**config.mk**
```make
export PLATFORM = sky130hd
export DESIGN_NAME = devrst_sequencer
export DESIGN_NICKNAME = d
export VERILOG_FILES = /design/src/rtl/devrst_pkg.sv /design/src/rtl/devrst_next.sv /design/src/rtl/devrst_outs.sv /design/src/rtl/devrst_sequencer.sv
export SDC_FILE = /design/constraint.sdc
export NUM_CORES = 1
export LEC_CHECK = 0
export BUFFER_PORTS_ARGS = -buffer_cell sky130_fd_sc_hd__buf_2
export CAP_MARGIN = 20
export CORE_AREA = 2 2 39 41
export CTS_CLUSTER_DIAMETER = 200
export DETAILED_ROUTE_END_ITERATION = 10
export DIE_AREA = 0 0 41 43
export GPL_ROUTABILITY_DRIVEN = 0
export GPL_TIMING_DRIVEN = 0
export PLACE_DENSITY = 0.74
export SETUP_SLACK_MARGIN = 0.2
export SLEW_MARGIN = 40
export SYNTH_ARGS = -nofsm -noshare
export SYNTH_HDL_FRONTEND = slang
export SYNTH_HIERARCHICAL = 1
export SYNTH_SLANG_ARGS = --single-unit
```
**constraint.sdc**
```tcl
create_clock -name clk -period 1.8 [get_ports clk]
set_input_delay 0 -clock clk [delete_from_list [all_inputs] [get_ports clk]]
set_output_delay 0 -clock clk [all_outputs]
set_load 0.03 [all_outputs]
```
**src/rtl/devrst_pkg.sv**
```systemverilog
package devrst_pkg;
    parameter int CODE_W = 8;
    parameter logic [CODE_W-1:0] PASS_CODE = 8'h01;
    parameter logic [CODE_W-1:0] FAIL_CODE = 8'h00;

    typedef enum logic [3:0] {
        ST_HRST,
        ST_SELFTEST,
        ST_GOOD,
        ST_BAD,
        ST_IDLE,
        ST_DIAG,
        ST_HALT,
        ST_RGOOD,
        ST_RWAIT
    } seq_state_e;

    typedef struct packed {
        seq_state_e state;
        logic       done;
    } seq_regs_t;
endpackage

```
**src/rtl/devrst_next.sv**
```systemverilog
module devrst_next
    import devrst_pkg::*;
(
    input  seq_state_e cur,
    input  logic       line_rst,
    input  logic       line_rel,
    input  logic       soft_rst,
    input  logic       cmd_diag,
    input  logic       cmd_devrst,
    input  logic       diag_done,
    input  logic       diag_pass,
    input  logic       quiesced,
    input  logic       stat_ack,
    input  logic       host_frame,
    output seq_state_e nxt
);
    always_comb begin
        nxt = cur;
        if (line_rst) begin
            nxt = ST_HRST;
        end else begin
            case (cur)
                ST_HRST:     if (line_rel) nxt = ST_SELFTEST;
                ST_SELFTEST: if (diag_done) nxt = diag_pass ? ST_GOOD : ST_BAD;
                ST_GOOD,
                ST_BAD:      if (stat_ack) nxt = ST_IDLE;
                ST_IDLE: begin
                    if (cmd_devrst || soft_rst) nxt = ST_HALT;
                    else if (cmd_diag)          nxt = ST_DIAG;
                end
                ST_DIAG: begin
                    if (soft_rst)       nxt = ST_HALT;
                    else if (diag_done) nxt = diag_pass ? ST_GOOD : ST_BAD;
                end
                ST_HALT: begin
                    if (quiesced && !soft_rst) nxt = ST_RGOOD;
                end
                ST_RGOOD: begin
                    if (soft_rst)      nxt = ST_HALT;
                    else if (stat_ack) nxt = ST_RWAIT;
                end
                ST_RWAIT: begin
                    if (soft_rst)        nxt = ST_HALT;
                    else if (host_frame) nxt = ST_IDLE;
                end
                default: nxt = ST_HRST;
            endcase
        end
    end
endmodule

```
**src/rtl/devrst_outs.sv**
```systemverilog
module devrst_outs
    import devrst_pkg::*;
(
    input  seq_state_e        cur,
    output logic              stat_req,
    output logic [CODE_W-1:0] stat_code,
    output logic              diag_run,
    output logic              halt_req,
    output logic              idle
);
    always_comb begin
        stat_req  = (cur == ST_GOOD) || (cur == ST_BAD) || (cur == ST_RGOOD);
        stat_code = (cur == ST_GOOD || cur == ST_RGOOD) ? PASS_CODE : FAIL_CODE;
        diag_run  = (cur == ST_SELFTEST) || (cur == ST_DIAG);
        halt_req  = (cur == ST_HALT);
        idle      = (cur == ST_IDLE);
    end
endmodule

```
**src/rtl/devrst_sequencer.sv**
```systemverilog
module devrst_sequencer
    import devrst_pkg::*;
(
    input  logic              clk,
    input  logic              rst_n,
    input  logic              line_rst,
    input  logic              line_rel,
    input  logic              soft_rst,
    input  logic              cmd_diag,
    input  logic              cmd_devrst,
    input  logic              diag_done,
    input  logic              diag_pass,
    input  logic              quiesced,
    input  logic              stat_ack,
    input  logic              host_frame,
    output logic              stat_req,
    output logic [CODE_W-1:0] stat_code,
    output logic              diag_run,
    output logic              halt_req,
    output logic              idle,
    output logic              done_pulse
);
    seq_regs_t  regs_d, regs_q;
    seq_state_e nxt_state;

    devrst_next u_next (
        .cur        (regs_q.state),
        .line_rst   (line_rst),
        .line_rel   (line_rel),
        .soft_rst   (soft_rst),
        .cmd_diag   (cmd_diag),
        .cmd_devrst (cmd_devrst),
        .diag_done  (diag_done),
        .diag_pass  (diag_pass),
        .quiesced   (quiesced),
        .stat_ack   (stat_ack),
        .host_frame (host_frame),
        .nxt        (nxt_state)
    );

    always_comb begin
        regs_d       = regs_q;
        regs_d.state = nxt_state;
        regs_d.done  = (nxt_state == ST_IDLE) && (regs_q.state != ST_IDLE);
    end

    always_ff @(posedge clk or negedge rst_n) begin
        if (!rst_n) begin
            regs_q.state <= ST_HRST;
            regs_q.done  <= 1'b0;
        end else begin
            regs_q <= regs_d;
        end
    end

    devrst_outs u_outs (
        .cur       (regs_q.state),
        .stat_req  (stat_req),
        .stat_code (stat_code),
        .diag_run  (diag_run),
        .halt_req  (halt_req),
        .idle      (idle)
    );

    assign done_pulse = regs_q.done;
endmodule

```
==> results_dict.tcl, run 1 <==
set metrics [dict create \
    die_w_microns 41 \
    crit_type "reg -> reg" \
    netlist_top_cells_area "dfrtp_1, buf_4, nor4b_4" \
    overflow 0 \
    std_cell_rows 14 \
    fmax_ghz 0.6143 \
    io_pins 25 \
    via_per_inst 4.845 \
    numCtsBuffers 3 \
    initial_core_util_pct 41.32 \
    seq_area_frac_synth_pct 21.88 \
    start_kind "register" \
    grt_pass1_vias 505 \
    rsz0062_at_grt "yes" \
    worst_slack_ns 0.1721 \
    cts_tree "built" \
    slew_viol_final 0 \
    syn2layout_area_growth_pct 42.23 \
    nets 113 \
    synth-seq-cells 5 \
    die_h_microns 43 \
    total_leakage_power_nw 0.3937 \
    peakVddDrop_v 0.0003627 \
    synth_top_area_share_pct 21.88 \
    post_drt_wl_per_cell_microns 11.10 \
    finalSetupTns_ns 0 \
    synthDistinctLibCells 32 \
    h-tree-depth 1 \
    route.vias.total 562 \
    power.density_nw_per_um2 592.3 \
    endpoint_kind "register" \
    grt_pass1_wl_microns 2063 \
    syn-mean-instance-area_sq_um 8.934 \
    crit_fanout 9 \
    drc 0 \
    cp.required_ns 1.96 \
    holdWs_ns 0.02529 \
    die-area_sq_um 1763 \
    clk_path_buf_depth 2 \
    finalSetupViolCount 0 \
    yosysWarningCount 6 \
    hold_class "in -> reg" \
    antenna_found_initial 0 \
    drt_iter0_drc 20 \
    outcome "finished, final reports clean" \
    clk_latency_ns 0.25 \
    dr.pass1.iters 4 \
    post-place-ws_ns 0.09368 \
    wirelength_microns 1288 \
    io_buffers 17 \
    core-area_sq_um 1384 \
    clk_pin_slew_ns 0.05 \
    antenna_cells 0 \
    grt_max_degree 12 \
    cap_violations 0 \
    synthCells 64 \
    grt_use_total_pct 17.68 \
    drive_gt1_share_pct 50.00 \
    clkSinkCount 5 \
    hpwl_microns 918.4 \
    synth_area_leader_cell "dfrtp_1" \
    postRouteAntennaNets 0 \
    hold_violations 0 \
    worstPathArrival_ns 1.78 \
    final.min_clock_period_ns 1.628 \
    root_buffer "clkbuf_4" \
    fin_skew_ns 0.004390 \
    syn-cell-area_sq_um 571.8 \
    fin_crit_sh_pct 90.44 \
]
## path summary, 6_finish.rpt
| check | startpoint | endpoint | slack [ns] | depth (start not counted) |
|---|---|---|---|---|
| max in group asynchronous | rst_n | regs_q[2] | 1.58 | 2 |
| min reg2reg | regs_q[4] | regs_q[2] | 0.76 | 2 |
| min in group asynchronous | rst_n | regs_q[3] | 0.08 | 2 |
| min | soft_rst | regs_q[4] | 0.03 | 2 |
| max reg2reg | regs_q[1] | done_pulse | 0.17 | 6 |
| max | regs_q[1] | done_pulse | 0.17 | 6 |
## area by class of cell
class	instances	area, sq um
repair buffers	26	157.7
multi-input cells	53	387.9
well taps	16	20.02
fillers	129	570.5
flip-flops and latches	5	127.6
inverters	2	7.507
plain buffers	10	86.33
clock buffers	4	26.28
## state kept, by name, summed over array words and instances (netlist names)
| signal | flops |
|---|---|
| done_pulse | 1 |
| regs_q | 4 |
## layer usage
layer  vias up  global-route usage (%)  routed length, microns
met1       245                   21.97                     515
met5         -                       0                       0
met4         0                   11.33                      25
met2        20                   26.56                     685
li1        294                       -                       -
met3         3                   3.141                      62
## through the flow
step	cell area (sq um)	power [W]	util [%]	cells
2_1_floorplan	599.3	0.0002705	-	70
3_3_place_gp	704.4	0.0003100	50.90	103
3_5_place_dp	704.4	0.0003135	50.90	103
4_1_cts	813.3	0.0004718	58.77	116
5_1_grt	813.3	0.0005012	58.77	116
6_report	813.3	0.0004817	58.77	116
## layout by cell type, fill, tap and decap left out, types with 2 or more instances in the layout
cell / n
dlygate4sd3_1: 2
nand2b_4: 2
buf_2: 17
nand2b_1: 3
clkbuf_4: 3
buf_4: 15
nor2_1: 3
a21oi_1: 5
inv_1: 2
nand3_1: 2
dfrtp_1: 3
nor4_1: 2
o21ai_0: 3
nand2_1: 5
nor4b_4: 2
conb_1: 7
dfrtp_2: 2
## synthesized netlist by cell type
| cell type | n |
|---|---|
| a211oi_1 | 1 |
| or2b_1 | 1 |
| nor2_1 | 3 |
| nor2b_2 | 1 |
| conb_1 | 1 |
| nor2b_4 | 1 |
| buf_6 | 2 |
| dfrtp_1 | 5 |
| nand3_1 | 2 |
| inv_1 | 2 |
| nor4_2 | 1 |
| nand2_1 | 5 |
| nor3_2 | 1 |
| nor4b_4 | 2 |
| o31a_1 | 1 |
| o21ai_0 | 3 |
| nor3b_1 | 1 |
| nor2b_1 | 1 |
| a21oi_1 | 6 |
| nor4b_2 | 1 |
| o211ai_1 | 1 |
| nor4_1 | 2 |
| a2111oi_0 | 1 |
| o21a_1 | 1 |
| buf_4 | 8 |
| nand2b_4 | 2 |
| or3_1 | 1 |
| nand2b_1 | 3 |
| nor3_1 | 1 |
| a41o_1 | 1 |
| xor2_1 | 1 |
| and4b_1 | 1 |
## where the power goes
| group | internal, W | switching (W) |
|---|---|---|
| Combinational | 0.0000989 | 0.000118 |
| Sequential | 0.000120 | 0.00000551 |
| Clock | 0.0000844 | 0.0000549 |
| Total | 0.000303 | 0.000178 |
## critical path, cell delays in order (launching register included)
cell      delay (ns)
dfrtp_1         0.37
buf_4           0.18
nor2b_2         0.18
a21oi_1         0.14
a211oi_1        0.10
o31a_1          0.28
nor4_2          0.27
## what timing repair did
action / CTS / global route
gates resized for setup: 3 / 0
hold buffers: 2 / 0
setup buffers: 7 / 0
pin swaps: 2 / 0
hold endpoints to repair: 7 / 0
endpoints found under the setup margin: 1 / 1
## cells by family (layout without fill, tap and decap cells)
family / after synthesis / count (layout) / synth area share (%)
simple gates: 30 / 30 / 43.55
other cells: 1 / 7 / 0.6558
buf+inv: 12 / 42 / 15.76
compound gates: 15 / 15 / 16.63
xor+xnor: 1 / 1 / 1.532
flops: 5 / 5 / 21.88
Note: power is estimated with default switching activity, not from simulation.
==> inputs of run 2 (changes only) <==
--- a/config.mk
+++ b/config.mk
@@ -14,7 +14,6 @@
 export GPL_ROUTABILITY_DRIVEN = 0
 export GPL_TIMING_DRIVEN = 0
 export PLACE_DENSITY = 0.74
-export SETUP_SLACK_MARGIN = 0.2
 export SLEW_MARGIN = 40
 export SYNTH_ARGS = -nofsm -noshare
 export SYNTH_HDL_FRONTEND = slang
==> results_dict.tcl, run 2 (synthesis gave the netlist of run 1 again) <==
set metrics [dict create \
    total_leakage_power_nw 0.3653 \
    holdWs_ns 0.06168 \
    postRouteAntennaNets 0 \
    slew_viol_final 0 \
    clk_latency_ns 0.24 \
    final_common_cell "buf_2" \
    core-area_sq_um 1384 \
    die_h_microns 43 \
    dr.pass1.iters 4 \
    std_cell_rows 14 \
    crit_type "reg -> reg" \
    fillCellCount 132 \
    clk_path_buf_depth 2 \
    overflow 0 \
    regMostFlops "regs_q" \
    worstPathArrival_ns 1.83 \
    slowest_delay_ns 0.43 \
    fin_crit_sh_pct 93.78 \
    finalSetupTns_ns 0 \
    nets 107 \
    largest_reg_flops 4 \
    route.vias.total 538 \
    cp.required_ns 1.94 \
    numCtsBuffers 3 \
    initial_core_util_pct 41.32 \
    cap_violations 0 \
    crit_chain "buf_6 > or3_1 > a21oi_2 > o21a_1 > nand2b_4 > nor4_2" \
    grt_pass1_wl_microns 2042 \
    start_kind "register" \
    root_buffer "clkbuf_4" \
    grt_use_total_pct 17.27 \
    die-area_sq_um 1763 \
    hold_class "in -> reg" \
    regArea_sq_um 126.4 \
    post_drt_wl_per_cell_microns 10.86 \
    die_w_microns 41 \
    finalSetupViolCount 0 \
    fin_skew_ns 0.005455 \
    wirelength_microns 1195 \
    outcome "finished, final reports clean" \
    drc 0 \
    multi_input_area_sq_um 391.6 \
    hpwl_microns 897.5 \
    syn2layout_area_growth_pct 34.14 \
    cts_tree "built" \
    grt_max_degree 12 \
    endpoint_kind "register" \
    grt_pass1_vias 469 \
    peakVddDrop_v 0.0003337 \
    antenna_found_initial 0 \
    antenna_cells 0 \
    io_buffers 17 \
    io_pins 25 \
    final_cell_mix "buf_2, buf_4, conb_1" \
    drive_gt1_share_pct 45.74 \
    power.density_nw_per_um2 594.0 \
    crit_fanout 10 \
    rsz0062_at_grt "no" \
    clkSinkCount 5 \
    drt_iter0_drc 16 \
    h-tree-depth 1 \
    final.min_clock_period_ns 1.688 \
    clk_pin_slew_ns 0.05 \
    post-place-ws_ns 0.02345 \
    cp_slowest_cell "dfrtp_2" \
    worst_slack_ns 0.1119 \
    hold_violations 0 \
    fmax_ghz 0.5924 \
    via_per_inst 4.891 \
]
==> run 2: worst max-delay path: cells and delay by family (launching register included) <==
family                 cells  cell delay [ns]
AO/OA/AOI/OAI              2             0.36
buffers and inverters      1             0.16
flip-flops                 1             0.43
AND/OR/NAND/NOR            3             0.62
==> run 2: final timing paths <==
kind,start,end,slack (ns),cells past startpoint
min in group asynchronous,rst_n,regs_q[3],0.09,2
worst min-delay path,soft_rst,regs_q[4],0.06,2
worst max register to register,regs_q[2],done_pulse,0.11,6
worst min register to register,regs_q[1],done_pulse,0.69,2
max in group asynchronous,rst_n,regs_q[2],1.57,2
worst max-delay path,regs_q[2],done_pulse,0.11,6
==> run 2: repair_timing <==
| action | in CTS | in global routing |
|---|---|---|
| buffers inserted | 0 | 1 |
| resized for setup | 0 | 4 |
| hold buffers | 2 | 0 |
| hold endpoints to repair | 7 | 0 |
| endpoints found under the setup margin | 0 | 1 |
==> run 2: per-stage QoR <==
step	instance area [sq um]	power [W]	std cells	util, %
after global placement	699.4	0.0003080	103	50.54
after global routing	767.0	0.0004902	110	55.43
after CTS	745.7	0.0004492	109	53.89
final	767.0	0.0004556	110	55.43
after detailed placement	699.4	0.0003108	103	50.54
after floorplan	594.3	0.0002686	70	-
==> run 2: layout make-up <==
type                    instances  area share, %
multi-input cells              53          51.06
flip-flops and latches          5          16.48
repair buffers                 20          14.68
plain buffers                  10          10.77
clock buffers                   4          3.426
well taps                      16          2.610
inverters                       2         0.9788
==> run 2: where the power goes <==
group	internal [W]	switching [W]
Sequential	0.000120	0.00000915
Combinational	0.0000832	0.000111
Clock	0.0000839	0.0000478
Total	0.000287	0.000168
==> run 2: layer usage <==
| metal | vias to the layer above | wire, microns | track usage (%) |
|---|---|---|---|
| li1 | 277 | - | - |
| met3 | 0 | 67 | 4.712 |
| met1 | 241 | 496 | 21.97 |
| met2 | 20 | 631 | 25.00 |
| met4 | 0 | 0 | 10.00 |
| met5 | - | 0 | 0 |
==> inputs of run 3 (changes only) <==
--- a/config.mk
+++ b/config.mk
@@ -8,12 +8,12 @@
 export BUFFER_PORTS_ARGS = -buffer_cell sky130_fd_sc_hd__buf_2
 export CAP_MARGIN = 20
 export CORE_AREA = 2 2 39 41
-export CTS_CLUSTER_DIAMETER = 200
+export CTS_CLUSTER_DIAMETER = 150
 export DETAILED_ROUTE_END_ITERATION = 10
 export DIE_AREA = 0 0 41 43
 export GPL_ROUTABILITY_DRIVEN = 0
 export GPL_TIMING_DRIVEN = 0
-export PLACE_DENSITY = 0.74
+export PLACE_DENSITY_LB_ADDON = 0.15
 export SLEW_MARGIN = 40
 export SYNTH_ARGS = -nofsm -noshare
 export SYNTH_HDL_FRONTEND = slang
==> results_dict.tcl, run 3 (synthesis gave the netlist of run 1 again) <==
set metrics [dict create \
    hold_class "in -> reg" \
    finalSetupViolCount 0 \
    final_cell_mix "buf_2, buf_4, conb_1" \
    drt_iter0_drc 20 \
    critPathTopFamily "simple AND/OR/NAND/NOR gates" \
    slew_viol_final 0 \
    clk_path_buf_depth 2 \
    p_seq_share_pct 29.7 \
    fillCellCount 136 \
    route.vias.total 528 \
    die_w_microns 41 \
    core-area_sq_um 1384 \
    p_sw_w 0.0001596 \
    fin_crit_sh_pct 98.55 \
    hold_violations 0 \
    hpwl_microns 831.9 \
    antenna_found_initial 0 \
    via_per_inst 4.800 \
    dr.pass1.iters 4 \
    clk_pin_slew_ns 0.04 \
    p_clk_share_pct 28.9 \
    grt_pass1_vias 423 \
    final.min_clock_period_ns 1.774 \
    wirelength_microns 1101 \
    cp.required_ns 1.94 \
    cp_num_buf_inv 1 \
    h-tree-depth 1 \
    postRouteAntennaNets 0 \
    placed_area_sq_um 699.4 \
    drive_gt1_share_pct 43.62 \
    crit_chain "buf_6 > or3_1 > a21oi_1 > o21a_1 > nand2b_4 > nor4_2" \
    power.internal_w 0.0002829 \
    overflow 0 \
    syn2layout_area_growth_pct 31.95 \
    regMostFlops "regs_q" \
    die_h_microns 43 \
    io_pins 25 \
    drc 0 \
    worstPathArrival_ns 1.92 \
    grt_max_degree 12 \
    root_buffer "clkbuf_4" \
    std_cell_rows 14 \
    crit_fanout 10 \
    slowest_delay_ns 0.46 \
    fin_skew_ns 0.004734 \
    numCtsBuffers 3 \
    fmax_ghz 0.5637 \
    cp_slowest_cell "dfrtp_2" \
    nets 107 \
    clkSinkCount 5 \
    clk_latency_ns 0.24 \
    start_kind "register" \
    peakVddDrop_v 0.0004441 \
    switching_share_pct 36.08 \
    post_drt_wl_per_cell_microns 10.01 \
    grt_pass1_wl_microns 1807 \
    antenna_cells 0 \
    final_common_cell "buf_2" \
    final_area_sq_um 754.5 \
    initial_core_util_pct 41.32 \
    crit_type "reg -> reg" \
    outcome "finished, final reports clean" \
    die-area_sq_um 1763 \
    largest_reg_flops 4 \
    reg2reg_slack_ns 0.03 \
    cts_tree "built" \
    holdWs_ns 0.05665 \
    endpoint_kind "register" \
    grt_use_total_pct 14.73 \
    power_w 0.0004425 \
    cap_violations 0 \
    power.density_nw_per_um2 586.5 \
    p_comb_share_pct 41.4 \
    io_buffers 17 \
    total_leakage_power_nw 0.3621 \
]
## run 3: worst register-to-register path, delay by kind of cell, from the launching register on
family | cells | cell delay [ns]
compound gates | 2 | 0.42
buf+inv | 1 | 0.17
flops | 1 | 0.46
simple gates | 3 | 0.62
## run 3: cell type report
type / instances / area [sq um] / share of cell area [%]
Timing Repair Buffer: 20 / 112.6 / 14.93
Clock buffer: 4 / 26.28 / 3.483
Buffer: 10 / 82.58 / 10.95
Inverter: 2 / 7.507 / 0.9950
Multi-Input combinational cell: 53 / 379.1 / 50.25
Sequential cell: 5 / 126.4 / 16.75
Tap cell: 16 / 20.02 / 2.653
## run 3: per-layer routing
| layer | track usage [%] | part of all wire, % | vias to the layer above |
|---|---|---|---|
| li1 | - | - | 274 |
| met1 | 22.88 | 46 | 234 |
| met2 | 18.13 | 47 | 20 |
| met3 | 4.712 | 6.9 | 0 |
| met4 | 6.000 | 0 | 0 |
| met5 | 0 | 0 | - |
## run 3: path summary, 6_finish.rpt
check	from	to	cells past startpoint
worst min register to register	regs_q[1]	done_pulse	2
worst min-delay path	soft_rst	regs_q[4]	2
worst max-delay path	regs_q[2]	done_pulse	6
min in group asynchronous	rst_n	regs_q[3]	2
max in group asynchronous	rst_n	regs_q[2]	2
worst max register to register	regs_q[2]	done_pulse	6
## run 3: what timing repair did
item	4_1_cts	5_1_grt
hold endpoints to repair	7	0
hold buffers	2	0
buffers inserted	0	1
gates resized for setup	0	2
endpoints found under the setup margin	0	1
## run 3: power by group through the flow
| stage | combinational [W] | sequential [W] | clock [W] |
|---|---|---|---|
| after floorplan | 0.000136 | 0.000133 | 0 |
| after global placement | 0.000177 | 0.000133 | 0 |
| after detailed placement | 0.000177 | 0.000133 | 0 |
| after CTS | 0.000181 | 0.000131 | 0.000133 |
| after global routing | 0.000199 | 0.000133 | 0.000143 |
| final | 0.000183 | 0.000131 | 0.000128 |
## run 3: metrics by stage
| stage | utilization (%) | TNS, ns | instances | setup WS [ns] |
|---|---|---|---|---|
| global route | 54.52 | -0.0004756 | 110 | -0.0004756 |
| detailed placement | 50.54 | 0 | 103 | 0.04190 |
| floorplan | - | 0 | 70 | 0.1566 |
| finish | 54.52 | 0 | 110 | 0.02604 |
| global placement | 50.54 | 0 | 103 | 0.04003 |
| CTS | 53.89 | 0 | 109 | 0.02650 |
